===== src/rtl/sap_pkg.sv =====
package sap_pkg;
  typedef enum logic [1:0] {
    SAP_IDLE     = 2'd0,
    SAP_RD_WAIT  = 2'd1,
    SAP_RD_ARMED = 2'd2,
    SAP_WR_WAIT  = 2'd3
  } sap_state_e;
endpackage


===== src/rtl/sap_edge.sv =====
module sap_edge (
  input  logic clk,
  input  logic rst_n,
  input  logic sclk,
  output logic rise
);
  logic sclk_q;

  always_ff @(posedge clk or negedge rst_n) begin
    if (!rst_n) sclk_q <= 1'b0;
    else        sclk_q <= sclk;
  end

  assign rise = sclk & ~sclk_q;
endmodule


===== src/rtl/sap_ctrl.sv =====
module sap_ctrl
  import sap_pkg::*;
(
  input  logic clk,
  input  logic rst_n,
  input  logic rise,
  input  logic xfr_req,
  input  logic xfr_write,
  input  logic oe_rise,
  input  logic rs_rise,
  output logic mode_out,
  output logic swap,
  output logic step_out,
  output logic step_in,
  output logic viol
);
  sap_state_e st_q, st_d;
  logic       mode_q, mode_d;
  logic       viol_q, viol_d;
  logic       blocked;

  always_comb begin
    blocked  = (st_q == SAP_WR_WAIT) || ((st_q == SAP_RD_WAIT) && !mode_q);
    swap     = rise && (st_q == SAP_RD_ARMED);
    step_out = rise && !blocked && !swap && mode_q;
    step_in  = rise && !blocked && !mode_q;
    st_d     = st_q;
    mode_d   = mode_q;
    viol_d   = viol_q | (rise & blocked);
    if (xfr_req) begin
      if (xfr_write) begin
        st_d   = SAP_WR_WAIT;
        mode_d = 1'b0;
      end else begin
        st_d   = SAP_RD_WAIT;
      end
    end else begin
      case (st_q)
        SAP_RD_WAIT: if (oe_rise) begin
          st_d   = SAP_RD_ARMED;
          mode_d = 1'b1;
        end
        SAP_RD_ARMED: if (swap) st_d = SAP_IDLE;
        SAP_WR_WAIT:  if (rs_rise) st_d = SAP_IDLE;
        default: ;
      endcase
    end
  end

  always_ff @(posedge clk or negedge rst_n) begin
    if (!rst_n) begin
      st_q   <= SAP_IDLE;
      mode_q <= 1'b0;
      viol_q <= 1'b0;
    end else begin
      st_q   <= st_d;
      mode_q <= mode_d;
      viol_q <= viol_d;
    end
  end

  assign mode_out = mode_q;
  assign viol     = viol_q;
endmodule


===== src/rtl/sap_ptr.sv =====
module sap_ptr #(
  parameter int COLS = 16,
  localparam int PW = $clog2(COLS)
) (
  input  logic          clk,
  input  logic          rst_n,
  input  logic          xfr_req,
  input  logic          xfr_write,
  input  logic [PW-1:0] xfr_col,
  input  logic          swap,
  input  logic          step,
  output logic [PW-1:0] ptr,
  output logic [PW-1:0] pcol
);
  localparam logic [PW-1:0] LAST = PW'(COLS - 1);

  logic [PW-1:0] ptr_q, ptr_d, pcol_q, pcol_d;

  function automatic logic [PW-1:0] nxt(input logic [PW-1:0] p);
    return (p == LAST) ? '0 : p + 1'b1;
  endfunction

  always_comb begin
    ptr_d  = ptr_q;
    pcol_d = pcol_q;
    if (xfr_req && xfr_write) ptr_d = xfr_col;
    else if (swap)            ptr_d = nxt(pcol_q);
    else if (step)            ptr_d = nxt(ptr_q);
    if (xfr_req && !xfr_write) pcol_d = xfr_col;
  end

  always_ff @(posedge clk or negedge rst_n) begin
    if (!rst_n) begin
      ptr_q  <= '0;
      pcol_q <= '0;
    end else begin
      ptr_q  <= ptr_d;
      pcol_q <= pcol_d;
    end
  end

  assign ptr  = ptr_q;
  assign pcol = pcol_q;
endmodule


===== src/rtl/sap_row.sv =====
module sap_row #(
  parameter int COLS = 16,
  parameter int DW   = 4,
  localparam int PW  = $clog2(COLS),
  localparam int RW  = COLS * DW
) (
  input  logic          clk,
  input  logic          rst_n,
  input  logic          load_pend,
  input  logic [RW-1:0] load_row,
  input  logic          swap,
  input  logic          step_out,
  input  logic          step_in,
  input  logic [PW-1:0] ptr,
  input  logic [PW-1:0] pcol,
  input  logic [DW-1:0] sin,
  output logic [RW-1:0] row_out,
  output logic [DW-1:0] sout
);
  logic [DW-1:0] row_q  [COLS];
  logic [DW-1:0] pend_q [COLS];
  logic [DW-1:0] sout_q, sout_d;

  for (genvar c = 0; c < COLS; c++) begin : g_col
    logic wr_en;
    assign wr_en = step_in && (ptr == PW'(c));

    always_ff @(posedge clk or negedge rst_n) begin
      if (!rst_n)         row_q[c] <= '0;
      else if (swap)      row_q[c] <= pend_q[c];
      else if (wr_en)     row_q[c] <= sin;
    end

    always_ff @(posedge clk or negedge rst_n) begin
      if (!rst_n)         pend_q[c] <= '0;
      else if (load_pend) pend_q[c] <= load_row[c*DW +: DW];
    end

    assign row_out[c*DW +: DW] = row_q[c];
  end

  always_comb begin
    sout_d = sout_q;
    if (swap)          sout_d = pend_q[pcol];
    else if (step_out) sout_d = row_q[ptr];
  end

  always_ff @(posedge clk or negedge rst_n) begin
    if (!rst_n) sout_q <= '0;
    else        sout_q <= sout_d;
  end

  assign sout = sout_q;
endmodule


===== src/rtl/serial_access_port.sv =====
module serial_access_port #(
  parameter int COLS = 16,
  parameter int DW   = 4,
  localparam int PW  = $clog2(COLS),
  localparam int RW  = COLS * DW
) (
  input  logic          clk,
  input  logic          rst_n,
  input  logic          sclk,
  input  logic [DW-1:0] sin,
  input  logic          xfr_req,
  input  logic          xfr_write,
  input  logic [PW-1:0] xfr_col,
  input  logic [RW-1:0] load_row,
  input  logic          oe_rise,
  input  logic          rs_rise,
  output logic [DW-1:0] sout,
  output logic          sout_en,
  output logic [RW-1:0] row_out,
  output logic          viol
);
  logic          rise, swap, step_out, step_in;
  logic [PW-1:0] ptr, pcol;

  sap_edge u_edge (
    .clk  (clk),
    .rst_n(rst_n),
    .sclk (sclk),
    .rise (rise)
  );

  sap_ctrl u_ctrl (
    .clk      (clk),
    .rst_n    (rst_n),
    .rise     (rise),
    .xfr_req  (xfr_req),
    .xfr_write(xfr_write),
    .oe_rise  (oe_rise),
    .rs_rise  (rs_rise),
    .mode_out (sout_en),
    .swap     (swap),
    .step_out (step_out),
    .step_in  (step_in),
    .viol     (viol)
  );

  sap_ptr #(.COLS(COLS)) u_ptr (
    .clk      (clk),
    .rst_n    (rst_n),
    .xfr_req  (xfr_req),
    .xfr_write(xfr_write),
    .xfr_col  (xfr_col),
    .swap     (swap),
    .step     (step_out | step_in),
    .ptr      (ptr),
    .pcol     (pcol)
  );

  sap_row #(.COLS(COLS), .DW(DW)) u_row (
    .clk      (clk),
    .rst_n    (rst_n),
    .load_pend(xfr_req & ~xfr_write),
    .load_row (load_row),
    .swap     (swap),
    .step_out (step_out),
    .step_in  (step_in),
    .ptr      (ptr),
    .pcol     (pcol),
    .sin      (sin),
    .row_out  (row_out),
    .sout     (sout)
  );
endmodule


===== config.mk =====
export PLATFORM = sky130hd
export DESIGN_NAME = serial_access_port
export DESIGN_NICKNAME = d
export VERILOG_FILES = /design/src/rtl/sap_pkg.sv /design/src/rtl/sap_edge.sv /design/src/rtl/sap_ctrl.sv /design/src/rtl/sap_ptr.sv /design/src/rtl/sap_row.sv /design/src/rtl/serial_access_port.sv
export SDC_FILE = /design/constraint.sdc
export NUM_CORES = 1
export LEC_CHECK = 0
export BUFFER_PORTS_ARGS = -buffer_cell sky130_fd_sc_hd__buf_2
export CORE_UTILIZATION = 56
export CTS_BUF_LIST = sky130_fd_sc_hd__clkbuf_16
export CTS_CLUSTER_DIAMETER = 50
export DETAILED_ROUTE_END_ITERATION = 7
export GPL_ROUTABILITY_DRIVEN = 1
export PLACE_DENSITY_LB_ADDON = 0.08
export SLEW_MARGIN = 10
export SYNTH_ARGS = -nofsm -noshare
export SYNTH_HDL_FRONTEND = slang
export SYNTH_HIERARCHICAL = 1
export SYNTH_SLANG_ARGS = --single-unit

===== constraint.sdc =====
create_clock -name clk -period 2.4 [get_ports clk]
set_input_delay 0.12 -clock clk [delete_from_list [all_inputs] [get_ports clk]]
set_output_delay 0.12 -clock clk [all_outputs]
set_load 0.01 [all_outputs]

==> metrics.md <==
| Metric | Value |
|---|---|
| Area of the placeable core | 0.01282 sq mm |
| Die width | 117.4 microns |
| Via count of the first global-routing pass | 6270 |
| Kind of end point of the critical path | flop |
| Status | finished clean |
| Largest net degree at the start of global routing | 69 |
| Area overhead of the layout relative to synthesis | 31.03% |
| Leading register cell type out of synthesis | sky130_fd_sc_hd__dfrtp_1 |
| Residual DRC count | 0 |
| Netlist area before placement | 0.007460 sq mm |
| Ratio of routed vias to standard cells | 5.950 |
| Unrepaired setup endpoints after global routing | yes |
| Final-report max-slew violation count | 0 |
| Share of power burned in combinational logic | 34.6% |
| Clock insertion delay at the later pin of the skew report | 420 ps |
| Share of the cycle needed by the critical path after routing | 93.64% |
| Internal power component | 6.692 mW |
| DR vias | 6129 |
| Number of antenna repair diodes | 0 |
| Avg Synthesized Cell Area | around 12 sq um |
| Data arrival time of the critical path | 2580 ps |
| Global route total overflow | 0 |
| Placer congestion estimate | 0.9250 |
| Power share of the sequential group | about 39% |
| Aggregate global-route resource usage | 32.75% |
| First-pass GRT wire length | 34130 microns |
| Die Height | 117.4 microns |
| Number of buffers added by the clock tree synthesis step | 17 |
| Clock-pin transition on the worst setup and hold timing paths | 60 ps |
| Distinct cells, synth | 46 |
| Fill cell instance count of the final layout | 861 |
| Initial antenna violation count | 0 |
| Final clock skew | 5.582 ps |
| Max Buffers Root-to-Sink | 2 |
| Total I/O pin count | 149 |
| Total of endpoints with negative setup slack in the final report | 0 |
| Max Cap Viol | 0 |
| Hold violation count in the final report | 0 |
| Cell type contributing the most total cell area after synthesis | sky130_fd_sc_hd__dfrtp_1 |
| Element type at the critical path start | flop |
| Kind of critical path | flop to flop |
| Die Outline Area | about 0.014 sq mm |
| Number of nets with antenna violations after routing | 0 |
| # nets final | 930 |
| Number of non-filler instances in the completed layout | a little over 1000 |
| Psw | 3.642 mW |
| Effective utilization at floorplan | 58.17% |
| Routed Wire Length | roughly 22000 microns |
| Sinks on Clock Net | 145 |
| Iteration-0 DRC count of the detailed router | approximately 730 |
| Proportion of power drawn by the clock network | between 20% and 30% |
| Warning count from the yosys run | 6 |
| Clk root buf | sky130_fd_sc_hd__clkbuf_16 |
| Buffers on Ports | about 150 |
| Setup slack after layout | 152.6 ps |
| Maximum vdd drop | approximately 0.58 mV |
| Cells after synthesis | ~630 |
| Cell types with the largest area share after synthesis | sky130_fd_sc_hd__dfrtp_1, sky130_fd_sc_hd__mux2_2, sky130_fd_sc_hd__mux2i_1, sky130_fd_sc_hd__mux4_1, sky130_fd_sc_hd__o21ai_0 |
| Floorplan row count | approximately 40 |
| Minimum setup slack after placement | 209.2 ps |
| Max FO, Critical Path | 5 |
| Top-area cell type share of the netlist area | 48.64% |
| Worst slew margin relative to its limit | 59.27% |
| HPWL after DPL | 14530 microns |
| Share of final-layout standard cells stronger than drive strength 1 | 33.80% |
| Post-synth EDFFs | 0 |
| Net switching share of the total power | 35.24% |
| Required time at the worst-slack endpoint | 2730 ps |
| Share of the yosys chip area belonging to registers | 48.64% |
| Peak Freq | 445.0 MHz |
| Cell total after placement | 929 |
| CTS tree | yes |
| Routed len/inst | roughly 21 microns |
| Total Neg Setup Slack | 0 ps |
| Worst-Margin Slew | 611.0 ps |
| CTS H-Tree Depth | 4 |
| Leakage power total | ~4.4 nW |
| Type of the tightest min-delay check | input port to flop |
| Detailed-routing iteration count for the pre-antenna-repair pass | 6 |
| Number of storage elements in the synthesis netlist | 145 |
| Crit path time final | 2247 ps |
| Synth async-reset ratio | 100.0% |
| Pwr Density | 1057 mW/mm^2 |
| Syn nets | 711 |
stage by stage:
step / instance area, sq um / total power, mW / util, % / hold slack (ps)
after floorplan: 7460 / 6.016 / - / -175.6
after global placement: 8468 / 7.380 / 66.03 / 129.9
after detailed placement: 8468 / 7.493 / 66.03 / 134.2
after CTS: 9769 / 10.32 / 76.18 / 21.53
after global routing: 9774 / 10.84 / 76.21 / 51.30
final: 9774 / 10.33 / 76.21 / 35.24
registers in the layout, indices dropped and copies added (netlist names):
signal	cells
u_row/pend_q	64
u_row/row_out	64
u_ptr/pcol	4
u_ptr/ptr	4
u_row/sout	4
u_ctrl/st_q	2
u_ctrl/mode_out	1
u_ctrl/viol	1
u_edge/sclk_q	1
layer usage:
| metal | routed length (microns) | share of wire (%) | track usage [%] |
|---|---|---|---|
| met4 | 383 | 1.8 | 10.15 |
| met2 | 10760 | 50 | 53.59 |
| met5 | 0 | 0 | 0 |
| met3 | 1524 | 7.1 | 7.004 |
| met1 | 8908 | 41 | 43.71 |
cells in the mapped netlist (all sizes together) (3+ instances only):
library cell / n
a31oi: 6
nor2: 14
a21oi: 12
clkbuf: 32
or3: 3
inv: 9
nand4: 4
nand3: 5
nand2b: 4
dfrtp: 145
nand2: 80
nor4: 3
nor2b: 11
a221o: 4
mux2: 75
a22oi: 5
ha: 5
mux2i: 81
o21ai: 71
buf: 11
mux4: 24
power by group through the flow:
stage                     clock [mW]  combinational (mW)  sequential [mW]
after global routing            2.83                3.88             4.13
after global placement             0                3.34             4.04
after detailed placement           0                3.43             4.07
final                           2.69                3.58             4.06
after CTS                       2.73                3.55             4.04
after floorplan                    0                2.02             3.99
cell type report:
type                    count  area, sq um  share of cell area, %
inverters                   9        33.78                 0.3456
clock buffers              17        425.4                  4.352
flip-flops and latches    145         3628                  37.12
clock inverters            14        175.2                  1.792
repair buffers            243         1698                  17.37
multi-input cells         430         3598                  36.82
well taps                 172        215.2                  2.202
what timing repair did:
action	in CTS	in global routing
setup endpoints to repair	0	2
hold buffers	70	0
endpoints found under the hold margin	127	0
resized for setup	0	1
buffers inserted	0	0
cells in the final DEF, fill, tap and decap left out, types with 2 or more instances in the layout:
cell,synthesis,layout
sky130_fd_sc_hd__buf_2,4,147
sky130_fd_sc_hd__dfrtp_1,145,145
sky130_fd_sc_hd__mux2i_1,81,81
sky130_fd_sc_hd__nand2_1,80,80
sky130_fd_sc_hd__mux2_2,75,75
sky130_fd_sc_hd__o21ai_0,71,71
sky130_fd_sc_hd__dlygate4sd3_1,0,70
sky130_fd_sc_hd__buf_4,4,20
sky130_fd_sc_hd__clkbuf_16,0,17
sky130_fd_sc_hd__nor2_1,14,14
sky130_fd_sc_hd__mux4_1,14,14
sky130_fd_sc_hd__inv_1,9,12
sky130_fd_sc_hd__a21oi_1,12,12
sky130_fd_sc_hd__mux4_2,10,10
sky130_fd_sc_hd__nor2b_1,9,8
sky130_fd_sc_hd__a31oi_1,6,6
sky130_fd_sc_hd__buf_12,1,5
sky130_fd_sc_hd__ha_1,5,5
sky130_fd_sc_hd__a22oi_1,5,5
sky130_fd_sc_hd__nand3_1,5,5
sky130_fd_sc_hd__bufinv_16,0,4
sky130_fd_sc_hd__nand2b_1,4,4
sky130_fd_sc_hd__nand4_1,4,4
sky130_fd_sc_hd__a221o_1,4,4
sky130_fd_sc_hd__nor2b_4,2,3
sky130_fd_sc_hd__clkinv_4,0,3
sky130_fd_sc_hd__nor4_1,3,3
sky130_fd_sc_hd__or3_1,3,3
sky130_fd_sc_hd__clkinv_1,0,2
sky130_fd_sc_hd__clkinv_2,0,2
sky130_fd_sc_hd__o21bai_1,2,2
sky130_fd_sc_hd__o31ai_1,2,2
sky130_fd_sc_hd__nand3b_1,2,2
worst max-delay path, cell delays in order, from the launching register on:
cell,delay (ps)
sky130_fd_sc_hd__dfrtp_1,370
sky130_fd_sc_hd__inv_1,70
sky130_fd_sc_hd__ha_1,220
sky130_fd_sc_hd__nor4_1,300
sky130_fd_sc_hd__buf_4,190
sky130_fd_sc_hd__nand3b_1,150
sky130_fd_sc_hd__or3_1,500
sky130_fd_sc_hd__mux2i_1,170
sky130_fd_sc_hd__o21ai_0,200
final timing paths:
| path | startpoint | endpoint | slack, ps | cells after the start |
|---|---|---|---|---|
| worst max-delay path | u_ctrl/st_q[1]$_DFFE_PN0P_ | u_row/row_out[17]$_DFFE_PN0P_ | 150 | 8 |
| worst min-delay path | oe_rise | u_ctrl/mode_out$_DFFE_PN0P_ | 40 | 3 |
| worst max register to register | u_ctrl/st_q[1]$_DFFE_PN0P_ | u_row/row_out[17]$_DFFE_PN0P_ | 150 | 8 |
| max in group asynchronous | rst_n | u_row/row_out[22]$_DFFE_PN0P_ | 1430 | 3 |
| min in group asynchronous | rst_n | u_ctrl/viol$_DFF_PN0_ | 240 | 2 |
| worst min register to register | u_ctrl/viol$_DFF_PN0_ | u_ctrl/viol$_DFF_PN0_ | 470 | 1 |
cell families (layout without fill, tap and decap cells):
group / Yosys count / count (layout) / synth area share, %
adder cells (fa/ha/maj): 5 / 5 / 0.8386
multiplexers: 180 / 180 / 30.14
buffers and inverters: 52 / 283 / 3.321
XOR/XNOR: 2 / 2 / 0.2349
flip-flops: 145 / 145 / 48.64
AND/OR/NAND/NOR: 132 / 132 / 8.135
AO/OA/AOI/OAI: 111 / 111 / 8.689
No activity file was read; power rests on OpenSTA's default activity.
